===== src/rtl/dio_status_reg.sv =====
`timescale 1ns/100ps
module dio_status_reg (
  input  logic       clk,
  input  logic       rst_n,
  input  logic [6:0] evt,
  input  logic       dir_cfg,
  input  logic       dir_done,
  input  logic [5:0] cfg_live,
  input  logic       cs_b6,
  input  logic       cs_b7,
  input  logic       rd_stb,
  input  logic       rd_sel,
  output logic [7:0] rd_data
);
  logic [6:0] flags;
  logic       dir_q;
  logic [7:0] mirror_q;
  logic       rearm;

  assign rearm   = rd_stb & ~rd_sel;
  assign rd_data = rd_sel ? mirror_q : {dir_q, flags};

  always_ff @(posedge clk or negedge rst_n) begin
    if (!rst_n) begin
      flags    <= '1;
      dir_q    <= 1'b1;
      mirror_q <= '1;
    end else begin
      flags    <= (rearm ? 7'h7F : flags) & ~evt;
      mirror_q <= {~cs_b6, ~cs_b7, cfg_live};
      if (dir_done) dir_q <= dir_cfg;
    end
  end
endmodule



===== config.mk =====
export PLATFORM = sky130hd
export DESIGN_NAME = dio_status_reg
export DESIGN_NICKNAME = d
export VERILOG_FILES = /design/src/rtl/dio_status_reg.sv
export SDC_FILE = /design/constraint.sdc
export NUM_CORES = 1
export LEC_CHECK = 0
export BUFFER_PORTS_ARGS = -buffer_cell sky130_fd_sc_hd__clkbuf_2
export CORE_UTILIZATION = 38
export CTS_CLUSTER_SIZE = 24
export DETAILED_ROUTE_END_ITERATION = 8
export PLACE_DENSITY = 0.76
export SETUP_SLACK_MARGIN = 0.4
export SYNTH_ARGS = -nofsm -noshare
export SYNTH_HDL_FRONTEND = slang
export SYNTH_SLANG_ARGS = --single-unit

===== constraint.sdc =====
create_clock -name clk -period 0.8 [get_ports clk]
set_input_delay 0.08 -clock clk [delete_from_list [all_inputs] [get_ports clk]]
set_output_delay 0.08 -clock clk [all_outputs]
set_load 0.01 [all_outputs]

* Yosys cells after proc, flatten, opt, wreduce, memory -nomap -nowiden
Index checks and enable logic that the tools add are counted.
Storage, ports and cells: bits in registers 16, logic and storage cells 11, output and inout bits 8
Operators by class: bitwise operators 6, multiplexer cells 2
Operator list (count):
- 8-bit two-way mux | 1
- 7-bit bitwise AND | 1
- 7-bit two-way mux | 1
- 7-bit inverter | 1
- 1-bit inverter | 3
- 1-bit bitwise AND | 1

* Longest topological paths before layout
Gate-level depths: netlist of the first run.
depth after elaboration 4, gate-level depth with buffers 3, depth with buffers taken out 2

* Worst setup path before layout of the first run
Ideal clock, no wire load.
path kind reg-to-output, start reg flags[0], end out rd_data[0], path slack -0.097 ns, path buffers 0, arrival time 0.817 ns, stages on the path, launching flop included 3, path through dfstp_2 -> inv_1 -> o21ai_0
On the way: cells in the longest elaborated chain, start to end 1
Ends and longest elaborated chain:
- start, declared | line 15 | logic [6:0] flags;
- start signal, assigned | line 29 | flags <= (rearm ? 7'h7F : flags) & ~evt;
- 8-bit two-way mux | line 21 | assign rd_data = rd_sel ? mirror_q : {dir_q, flags};
- end, declared | line 13 | output logic [7:0] rd_data
No other way between the ends.

* Worst setup path after layout of the first run
start reg flags[5], end out rd_data[5]
Same word-level chain as after synthesis.

==> metrics.cfg, run 1 <==
[status]
outcome=finished, violations left
violated_checks=negative hold slack, negative setup slack

[timing]
setup_viol=13
final_max_slew_viol_count=0
worst_slew_margin_rel_pct=75.02
worst_clock_skew_on_the_final_layout_ps=0
fmax_ghz=0.8615
timing.final.crit_period_ps=1161
final-hold-violation-count=31
final.setup.worst_slack_ps=-360.8
transition_time_at_the_pin_with_the_least_slew_margin_ps=374.7
unrepaired_setup_endpoints_after_global_routing=true
period_share_pct=145.1
fin_hold_ws_ps=-128.2

[finish]
layout_commonest_cell=clkbuf_2
antenna_cells=0
fraction_of_final_layout_cells_sized_beyond_drive_strength_1_pct=90.00
final_cells=105
multiInputGateArea_um2=192.7
seq_area_um2=420.4
num-nets-final=112
areaGrowthSynthToFinish_pct=56.28
most-common-layout-cells=clkbuf_2 (20), dfstp_2 (16)
n_fill_cell=118
layout.core_utilization_pct=67.60
finish.instance_area_um2=934.6

[placed_design]
place.port_buffers=28
total_placed_instance_area_um2=802.0
detailedPlacementHpwl_um=869.3
placed_cells_incl_taps=95
routabilityCongestion=0.6890

[worst_setup_path]
timing.setup.critical_path_class=register to primary output
critPathArrivalTime_ps=1080
startpoint_type=register
path_max_fanout=2
timing.critical_path.to_type=primary output
critical_path_required_ps=720

[yosys]
syn_area_per_cell_um2=11.96
synth.cell_area_um2=598.1
total_number_of_yosys_warnings=0
synth.yosys.seq_area_share_pct=70.29
syn_nets=71
synthesis.instances=50
ys_seq_elements=16
yosys.cell_types.count=8

[pwr]
switching_power_summed_over_all_nets_uw=400.1
comb_power_share_pct=17.7
seqPwrFrac_pct=52.6
peak_ir_drop_on_the_vdd_network_v=0.001220
clockPowerShare_pct=29.7
internal_power_mw=1.338
post_layout_power_mw=1.738
power_density_nw_per_um2=1860
total_leakage_power_nw=0.4551
p_sw_share_pct=23.02

[routing]
drt_drc_violations_left=0
avgViaCountPerCell=4.571
via_count=480
ant_nets=0
detail_route.wl_per_cell_um=11.23
postRouteWirelength_mm=1.179
drt_iter0_markers=4
first_pass_iters=3

[global_routing]
largest_net_degree_at_the_start_of_global_routing=17
grt_overflow_total=0
antenna_found_initial=0
global_route.usage.total_pct=14.33
via_count_of_the_first_global_routing_pass=477
wire_length_of_the_first_global_routing_pass_mm=1.863

[cts]
clock-root-buffer=clkbuf_4
cts_buffers=3
clk-insertion-delay-late_ps=280
cts_tree=yes
path_clk_slew_ps=90
cts.path.max_buffers=2
cts.sink_count=16
cts_max_level=1

[floorplan]
chipHeight_um=41.67
start_util_pct=43.26
io-pin-count=29
std_cell_rows=13
die-width_um=41.67
dieArea_um2=1736
fp.coreArea_um2=1383

[min_path]
hold_path_class=input port to register

[job]
cap_viol_max_count=0

==> sequential cells by signal (all words and copies together) (netlist names) <==
name	cells
mirror_q	8
flags	7
dir_q	1
==> cell families after synthesis <==
| logic type | after synthesis | synth area share, % |
|---|---|---|
| mux | 2 | 3.765 |
| buf+inv | 10 | 7.531 |
| flops | 16 | 70.29 |
| simple gates | 8 | 6.695 |
| compound gates | 14 | 11.71 |
==> critical path, cell delays in order (launching register included) <==
cell and delay [ps]:
dfstp_2 540, inv_2 40, o21ai_2 90, buf_2 140
==> cell type report <==
| cell class | count | area share [%] |
|---|---|---|
| repair buffers | 37 | 24.90 |
| multi-input cells | 24 | 20.62 |
| inverters | 9 | 3.614 |
| flip-flops and latches | 16 | 44.98 |
| well taps | 15 | 2.008 |
| clock buffers | 4 | 3.882 |
==> synth_stat cells <==
master,n,area (µm²)
mux2_2,2,22.52
a21oi_1,7,35.03
dfstp_2,16,420.4
o21ai_0,7,35.03
nand2_1,7,26.28
nand2b_4,1,13.76
inv_1,9,33.78
buf_6,1,11.26
==> power by group through the flow <==
stage	Combinational, mW	Clock, mW	Sequential, mW
after floorplan	0.119	0	0.922
after global placement	0.231	0	0.924
after detailed placement	0.237	0	0.927
after CTS	0.274	0.536	0.914
after global routing	0.334	0.564	0.920
final	0.308	0.516	0.914
==> worst paths after layout <==
path | from | end | slack [ps] | cells after the start
setup / recovery | flags[5]$_DFF_PN1_ | rd_data[5] | -360 | 3
hold / removal | cfg_live[0] | mirror_q[0]$_DFF_PN1_ | -130 | 1
setup reg to reg | dir_q$_DFFE_PN1P_ | dir_q$_DFFE_PN1P_ | -100 | 3
hold reg to reg | flags[5]$_DFF_PN1_ | flags[5]$_DFF_PN1_ | 470 | 2
max in group asynchronous | rst_n | mirror_q[3]$_DFF_PN1_ | 790 | 1
min in group asynchronous | rst_n | mirror_q[5]$_DFF_PN1_ | -20 | 1
==> repair_timing <==
item	4_1_cts	5_1_grt
hold endpoints to repair	31	15
endpoints found under the setup margin	16	16
setup buffers	3	3
gates resized for setup	7	14
pin swaps	2	4
==> through the flow <==
step | setup WS [ps] | TNS, ps
after floorplan | 41.64 | 0
after global placement | -57.00 | -361.7
after detailed placement | -60.39 | -400.6
after CTS | -376.7 | -3129
after global routing | -415.3 | -3669
final | -360.8 | -3146
==> routing by layer <==
layer  GRT usage, %  vias to the layer above  routed length [µm]
li1               -                      238                   -
met1          15.56                      227                 466
met2          25.31                       15                 654
met3          3.478                        0                  58
met4          7.742                        0                   0
met5              0                        -                   0
Power figures use the tool's default switching activity.
==> inputs of run 2 (changes only) <==
--- a/config.mk
+++ b/config.mk
@@ -6,10 +6,11 @@
 export NUM_CORES = 1
 export LEC_CHECK = 0
 export BUFFER_PORTS_ARGS = -buffer_cell sky130_fd_sc_hd__clkbuf_2
-export CORE_UTILIZATION = 38
+export CORE_UTILIZATION = 40
+export CTS_BUF_LIST = sky130_fd_sc_hd__clkbuf_4 sky130_fd_sc_hd__clkbuf_8
 export CTS_CLUSTER_SIZE = 24
 export DETAILED_ROUTE_END_ITERATION = 8
-export PLACE_DENSITY = 0.76
+export PLACE_DENSITY = 0.79
 export SETUP_SLACK_MARGIN = 0.4
 export SYNTH_ARGS = -nofsm -noshare
 export SYNTH_HDL_FRONTEND = slang
==> run 2 against run 1 <==
The run still ends with negative hold slack, negative setup slack left. Global-route usage rose by 2.0 points. Register-to-register slack about the same. First-iteration DRC count down 100%. Non-clock buffer count fell by 3. Flip-flop and latch count unchanged. Clock power is 2% higher. Combinational power down 7.5%. Sequential share of layout area increased by 1.7 points. Cell count fell by 2.9%. Cell area is 3.6% lower. Utilization is 0.87 points lower. Via count shrank 7.7%.
==> metrics.cfg, run 2 (synthesis gave the netlist of run 1 again) <==
[placed_design]
place.port_buffers=28  ; unchanged
placed_cells_incl_taps=95  ; unchanged
detailedPlacementHpwl_um=840.7  ; was 869.3 µm
routabilityCongestion=0.7128  ; was 0.6890
total_placed_instance_area_um2=802.0  ; unchanged

[global_routing]
grt_overflow_total=0  ; unchanged
antenna_found_initial=0  ; unchanged
largest_net_degree_at_the_start_of_global_routing=17  ; unchanged
wire_length_of_the_first_global_routing_pass_mm=1.580  ; was 1.863 mm
global_route.usage.total_pct=16.36  ; was 14.33%
via_count_of_the_first_global_routing_pass=408  ; was 477

[finish]
finish.instance_area_um2=900.9  ; was 934.6 µm²
final_cells=102  ; was 105
largest_reg_flops=8  ; unchanged
antenna_cells=0  ; unchanged
largest_register=mirror_q  ; unchanged
biggestRegsByFlops=mirror_q (8), flags (7), dir_q (1)  ; unchanged
layout.core_utilization_pct=66.73  ; was 67.60%
fraction_of_final_layout_cells_sized_beyond_drive_strength_1_pct=89.66  ; was 90.00%
most-common-layout-cells=clkbuf_2 (21), dfstp_2 (16)  ; was clkbuf_2 (20), dfstp_2 (16)
areaGrowthSynthToFinish_pct=50.63  ; was 56.28%
layout_commonest_cell=clkbuf_2  ; unchanged
num-nets-final=109  ; was 112

[worst_setup_path]
timing.reg2reg.worst_path_depth=3  ; unchanged
worstPathBufferInverterCount=2  ; unchanged
crit_path_end=rd_data[5]  ; unchanged
largest_delay_share_family_worst_path=flip-flops  ; unchanged
r2r-start=dir_q$_DFFE_PN1P_  ; unchanged
timing.critical_path.to_type=primary output  ; unchanged
startpoint_type=register  ; unchanged
critical_path_required_ps=720  ; about the same
critPathArrivalTime_ps=1090  ; was 1080 ps
cp_slowest_cell=dfstp_2  ; unchanged
setup.worst_path.start=flags[5]$_DFF_PN1_  ; unchanged
timing.setup.critical_path_class=register to primary output  ; unchanged
timing.rr.end=dir_q$_DFFE_PN1P_  ; unchanged
worst-path-stages=3  ; unchanged
cp_slowest_stage_delay_ps=540  ; about the same
path_max_fanout=2  ; unchanged
r2r_setup_slack_ps=-100  ; about the same
cp_cell_sequence=inv_2 -> o21ai_2 -> clkbuf_2  ; was inv_2 -> o21ai_2 -> buf_2

[job]
cap_viol_max_count=0  ; unchanged

[cts]
clock-root-buffer=clkbuf_4  ; unchanged
clk-insertion-delay-late_ps=280  ; about the same
cts.path.max_buffers=2  ; unchanged
path_clk_slew_ps=90  ; about the same
cts_max_level=1  ; unchanged
cts.sink_count=16  ; unchanged
cts_buffers=3  ; unchanged
cts_tree=yes  ; unchanged

[timing]
setup_viol=10  ; was 13
worst_slew_margin_rel_pct=75.53  ; was 75.02%
timing.final.crit_period_ps=1174  ; was 1161 ps
fin_hold_ws_ps=-130.8  ; was -128.2 ps
transition_time_at_the_pin_with_the_least_slew_margin_ps=367.1  ; was 374.7 ps
final-hold-violation-count=31  ; unchanged
final.setup.worst_slack_ps=-373.7  ; was -360.8 ps
worst_clock_skew_on_the_final_layout_ps=0  ; unchanged
unrepaired_setup_endpoints_after_global_routing=true  ; unchanged
final_max_slew_viol_count=0  ; unchanged
fmax_ghz=0.8520  ; was 0.8615 GHz
setup_total_negative_slack_ps=-3023  ; was -3146 ps
period_share_pct=146.7  ; was 145.1%

[routing]
avgViaCountPerCell=4.343  ; was 4.571
drt_drc_violations_left=0  ; unchanged
postRouteWirelength_mm=1.113  ; was 1.179 mm
drt_iter0_markers=0  ; was 4
detailroute.wirelength.met2_um=551  ; was 654 µm
ant_nets=0  ; unchanged
met3RoutedLength_um=48  ; was 58 µm
wirelength_met1_um=485  ; was 466 µm
detail_route.wl_per_cell_um=10.91  ; was 11.23 µm
via_count=443  ; was 480
first_pass_iters=1  ; was 3
top_signal_layer_used=met4  ; was met3

[pwr]
peak_ir_drop_on_the_vdd_network_v=0.0009131  ; was 0.001220 V
power_density_nw_per_um2=1914  ; was 1860 nW/µm²
total_leakage_power_nw=0.4369  ; was 0.4551 nW

[floorplan]
die-width_um=40.67  ; was 41.67 µm
chipHeight_um=40.67  ; was 41.67 µm
dieArea_um2=1654  ; was 1736 µm²
std_cell_rows=13  ; unchanged
io-pin-count=29  ; unchanged
start_util_pct=44.30  ; was 43.26%
fp.coreArea_um2=1350  ; was 1383 µm²

[min_path]
hold_path_class=input port to register  ; unchanged

[status]
outcome=finished, violations left  ; unchanged
violated_checks=negative hold slack, negative setup slack  ; unchanged

[run 2: worst reg2reg max path: cells and delay by family (launching register included)]
kind,cells,cell delay (ps)
DFF,1,380
muxes,1,250
buffers and inverters,2,200
[run 2: power by group]
| part | switching, mW | internal [mW] | leakage, nW | total [mW] |
|---|---|---|---|---|
| combinational | 0.136 | 0.148 | 0.248 | 0.285 |
| clock | 0.249 | 0.277 | 0.0210 | 0.526 |
| sequential | 0.0191 | 0.895 | 0.168 | 0.914 |
| total | 0.404 | 1.32 | 0.437 | 1.72 |
[run 2: worst min-delay path by stage]
stage	slack (ps)	to	cells after the start	start
floorplan	-70	dir_q$_DFFE_PN1P_	0	rst_n
global placement	170	mirror_q[4]$_DFF_PN1_	1	cfg_live[4]
detailed placement	170	mirror_q[0]$_DFF_PN1_	1	cfg_live[0]
CTS	-140	mirror_q[4]$_DFF_PN1_	1	cfg_live[4]
global route	-150	mirror_q[0]$_DFF_PN1_	1	cfg_live[0]
finish	-130	mirror_q[0]$_DFF_PN1_	1	cfg_live[0]
[run 2: per-layer routing]
| metal | GRT usage (%) | vias up |
|---|---|---|
| met5 | 0 | - |
| li1 | - | 230 |
| met4 | 15.00 | 0 |
| met2 | 26.59 | 16 |
| met1 | 17.75 | 195 |
| met3 | 3.261 | 2 |
[run 2: metrics by stage]
step	worst slack [ps]	total power, mW
floorplan	41.64	1.041
global placement	-56.38	1.152
detailed placement	-57.89	1.164
CTS	-376.9	1.712
global route	-429.6	1.816
finish	-373.7	1.725
[run 2: area by class of cell]
type	instances	area [µm²]
Fill cell	103	449.2
Sequential cell	16	420.4
Timing Repair Buffer	34	198.9
Multi-Input combinational cell	24	192.7
Clock buffer	4	36.28
Inverter	9	33.78
Tap cell	15	18.77
[run 2: what timing repair did]
action / CTS / global route
buffers inserted: 2 / 1
pin swaps: 0 / 0
endpoints found under the hold margin: 31 / 15
resized for setup: 7 / 10
endpoints found under the setup margin: 16 / 16
cloned: 0 / 0
==> inputs of run 3 (changes only) <==
--- a/config.mk
+++ b/config.mk
@@ -15,3 +15,4 @@
 export SYNTH_ARGS = -nofsm -noshare
 export SYNTH_HDL_FRONTEND = slang
 export SYNTH_SLANG_ARGS = --single-unit
+export TNS_END_PERCENT = 20
==> run 3 against run 2 <==
The run still ends with negative hold slack, negative setup slack left. Cell count decreased by 4.9%. First-iteration DRC count increased by 3. Sequential power about the same. Register-to-register slack improved by 130 ps.
==> metrics.cfg, run 3 (synthesis gave the netlist of run 1 again) <==
[floorplan]
std_cell_rows=13  ; unchanged
fp.coreArea_um2=1350  ; unchanged
start_util_pct=44.30  ; unchanged
chipHeight_um=40.67  ; unchanged
die-width_um=40.67  ; unchanged
io-pin-count=29  ; unchanged
dieArea_um2=1654  ; unchanged

[pwr]
comb_power_share_pct=15.3  ; was 16.5%
seqPwrFrac_pct=58.9  ; was 53.0%
internal_power_mw=1.185  ; was 1.320 mW
switching_power_summed_over_all_nets_uw=364.2  ; was 404.4 µW
post_layout_power_mw=1.550  ; was 1.725 mW
clockPowerShare_pct=25.8  ; was 30.5%
peak_ir_drop_on_the_vdd_network_v=0.001003  ; was 0.0009131 V
power_density_nw_per_um2=1874  ; was 1914 nW/µm²
p_sw_share_pct=23.50  ; was 23.45%
total_leakage_power_nw=0.4037  ; was 0.4369 nW

[finish]
areaGrowthSynthToFinish_pct=38.28  ; was 50.63%
biggestRegsByFlops=mirror_q (8), flags (7), dir_q (1)  ; unchanged
multiInputGateArea_um2=170.2  ; was 192.7 µm²
largest_reg_flops=8  ; unchanged
num-nets-final=105  ; was 109
antenna_cells=0  ; unchanged
final_cells=97  ; was 102
layout_commonest_cell=clkbuf_2  ; unchanged
most-common-layout-cells=clkbuf_2 (21), dfstp_2 (16), inv_2 (7), nand2_1 (7), o21ai_2 (7)  ; was clkbuf_2 (21), dfstp_2 (16)
seq_area_um2=420.4  ; unchanged
n_fill_cell=122  ; was 103
layout.core_utilization_pct=61.26  ; was 66.73%
fraction_of_final_layout_cells_sized_beyond_drive_strength_1_pct=82.93  ; was 89.66%
largest_register=mirror_q  ; unchanged

[global_routing]
wire_length_of_the_first_global_routing_pass_mm=1.476  ; was 1.580 mm
global_route.usage.total_pct=14.80  ; was 16.36%
largest_net_degree_at_the_start_of_global_routing=17  ; unchanged
via_count_of_the_first_global_routing_pass=369  ; was 408
grt_overflow_total=0  ; unchanged
antenna_found_initial=0  ; unchanged

[worst_setup_path]
timing.setup.critical_path_class=register to primary output  ; unchanged
timing.rr.end=flags[0]$_DFF_PN1_  ; was dir_q$_DFFE_PN1P_
setup.worst_path.start=flags[0]$_DFF_PN1_  ; was flags[5]$_DFF_PN1_
critPathArrivalTime_ps=1080  ; was 1090 ps
r2r_setup_slack_ps=30  ; was -100 ps
critical_path_required_ps=720  ; about the same
timing.critical_path.to_type=primary output  ; unchanged
crit_path_end=rd_data[0]  ; was rd_data[5]
r2r-start=flags[0]$_DFF_PN1_  ; was dir_q$_DFFE_PN1P_
path_max_fanout=2  ; unchanged
timing.reg2reg.worst_path_depth=2  ; was 3
startpoint_type=register  ; unchanged

[timing]
unrepaired_setup_endpoints_after_global_routing=true  ; unchanged
period_share_pct=144.8  ; was 146.7%
final.setup.worst_slack_ps=-358.7  ; was -373.7 ps
worst_clock_skew_on_the_final_layout_ps=0  ; unchanged
fmax_ghz=0.8630  ; was 0.8520 GHz
setup_viol=8  ; was 10
fin_hold_ws_ps=-127.2  ; was -130.8 ps
final-hold-violation-count=31  ; unchanged
final_max_slew_viol_count=0  ; unchanged
timing.final.crit_period_ps=1159  ; was 1174 ps
worst_slew_margin_rel_pct=75.31  ; was 75.53%
transition_time_at_the_pin_with_the_least_slew_margin_ps=370.4  ; was 367.1 ps

[cts]
cts.sink_count=16  ; unchanged
clock-root-buffer=clkbuf_4  ; unchanged
cts_buffers=3  ; unchanged
clk-insertion-delay-late_ps=280  ; about the same
path_clk_slew_ps=80  ; was 90 ps
cts_tree=yes  ; unchanged
cts_max_level=1  ; unchanged
cts.path.max_buffers=2  ; unchanged

[routing]
via_count=446  ; was 443
first_pass_iters=4  ; was 1
avgViaCountPerCell=4.598  ; was 4.343
postRouteWirelength_mm=1.069  ; was 1.113 mm
detail_route.wl_per_cell_um=11.02  ; was 10.91 µm
drt_iter0_markers=3  ; was 0
ant_nets=0  ; unchanged
drt_drc_violations_left=0  ; unchanged

[min_path]
hold_path_class=input port to register  ; unchanged

[job]
cap_viol_max_count=0  ; unchanged

[placed_design]
place_worst_setup_slack_ps=-59.40  ; was -57.89 ps
routabilityCongestion=0.7076  ; was 0.7128
place.port_buffers=28  ; unchanged
placed_cells_incl_taps=94  ; was 95

[status]
outcome=finished, violations left  ; unchanged
violated_checks=negative hold slack, negative setup slack  ; unchanged

[run 3: stage by stage]
| step | cell area, µm² | TNS (ps) |
|---|---|---|
| CTS | 809.5 | -2923 |
| global route | 827.0 | -3227 |
| global placement | 787.0 | -354.7 |
| floorplan | 624.3 | 0 |
| finish | 827.0 | -2744 |
| detailed placement | 787.0 | -422.0 |
[run 3: area by class of cell]
class | instances | share of cell area, %
Inverter | 9 | 4.085
Timing Repair Buffer | 30 | 19.52
Clock buffer | 3 | 2.723
Multi-Input combinational cell | 24 | 20.57
Sequential cell | 16 | 50.83
Tap cell | 15 | 2.269
[run 3: metal layers]
metal,part of all wire [%],up-vias,GRT usage (%)
li1,-,224,-
met1,43,203,17.54
met2,51,17,23.81
met3,5.2,2,3.261
met4,0.65,0,10.00
met5,0,-,0
[run 3: repair_timing]
action / CTS / global route
buffers inserted: 0 / 0
resized for setup: 4 / 11
endpoints found under the hold margin: 15 / 15
cloned: 0 / 0
endpoints found under the setup margin: 16 / 16
[run 3: worst min path at each step]
stage	startpoint	end	slack, ps	depth (start not counted)
after floorplan	rst_n	dir_q$_DFFE_PN1P_	-70	0
after global placement	cfg_live[1]	mirror_q[1]$_DFF_PN1_	170	1
after detailed placement	cfg_live[3]	mirror_q[3]$_DFF_PN1_	170	1
after CTS	cfg_live[3]	mirror_q[3]$_DFF_PN1_	-140	1
after global routing	cfg_live[0]	mirror_q[0]$_DFF_PN1_	-140	1
final	cfg_live[1]	mirror_q[1]$_DFF_PN1_	-130	1
[run 3: power by group through the flow]
| stage | clock network, mW | registers (mW) | logic, mW |
|---|---|---|---|
| 5_1_grt | 0.443 | 0.919 | 0.270 |
| 3_3_place_gp | 0 | 0.920 | 0.220 |
| 3_5_place_dp | 0 | 0.922 | 0.226 |
| 6_report | 0.400 | 0.913 | 0.237 |
| 4_1_cts | 0.421 | 0.913 | 0.227 |
| 2_1_floorplan | 0 | 0.918 | 0.112 |
[run 3: critical path: stages (launching register included)]
cell and delay [ps]:
dfstp_2 540, inv_2 40, o21ai_2 90, buf_2 130
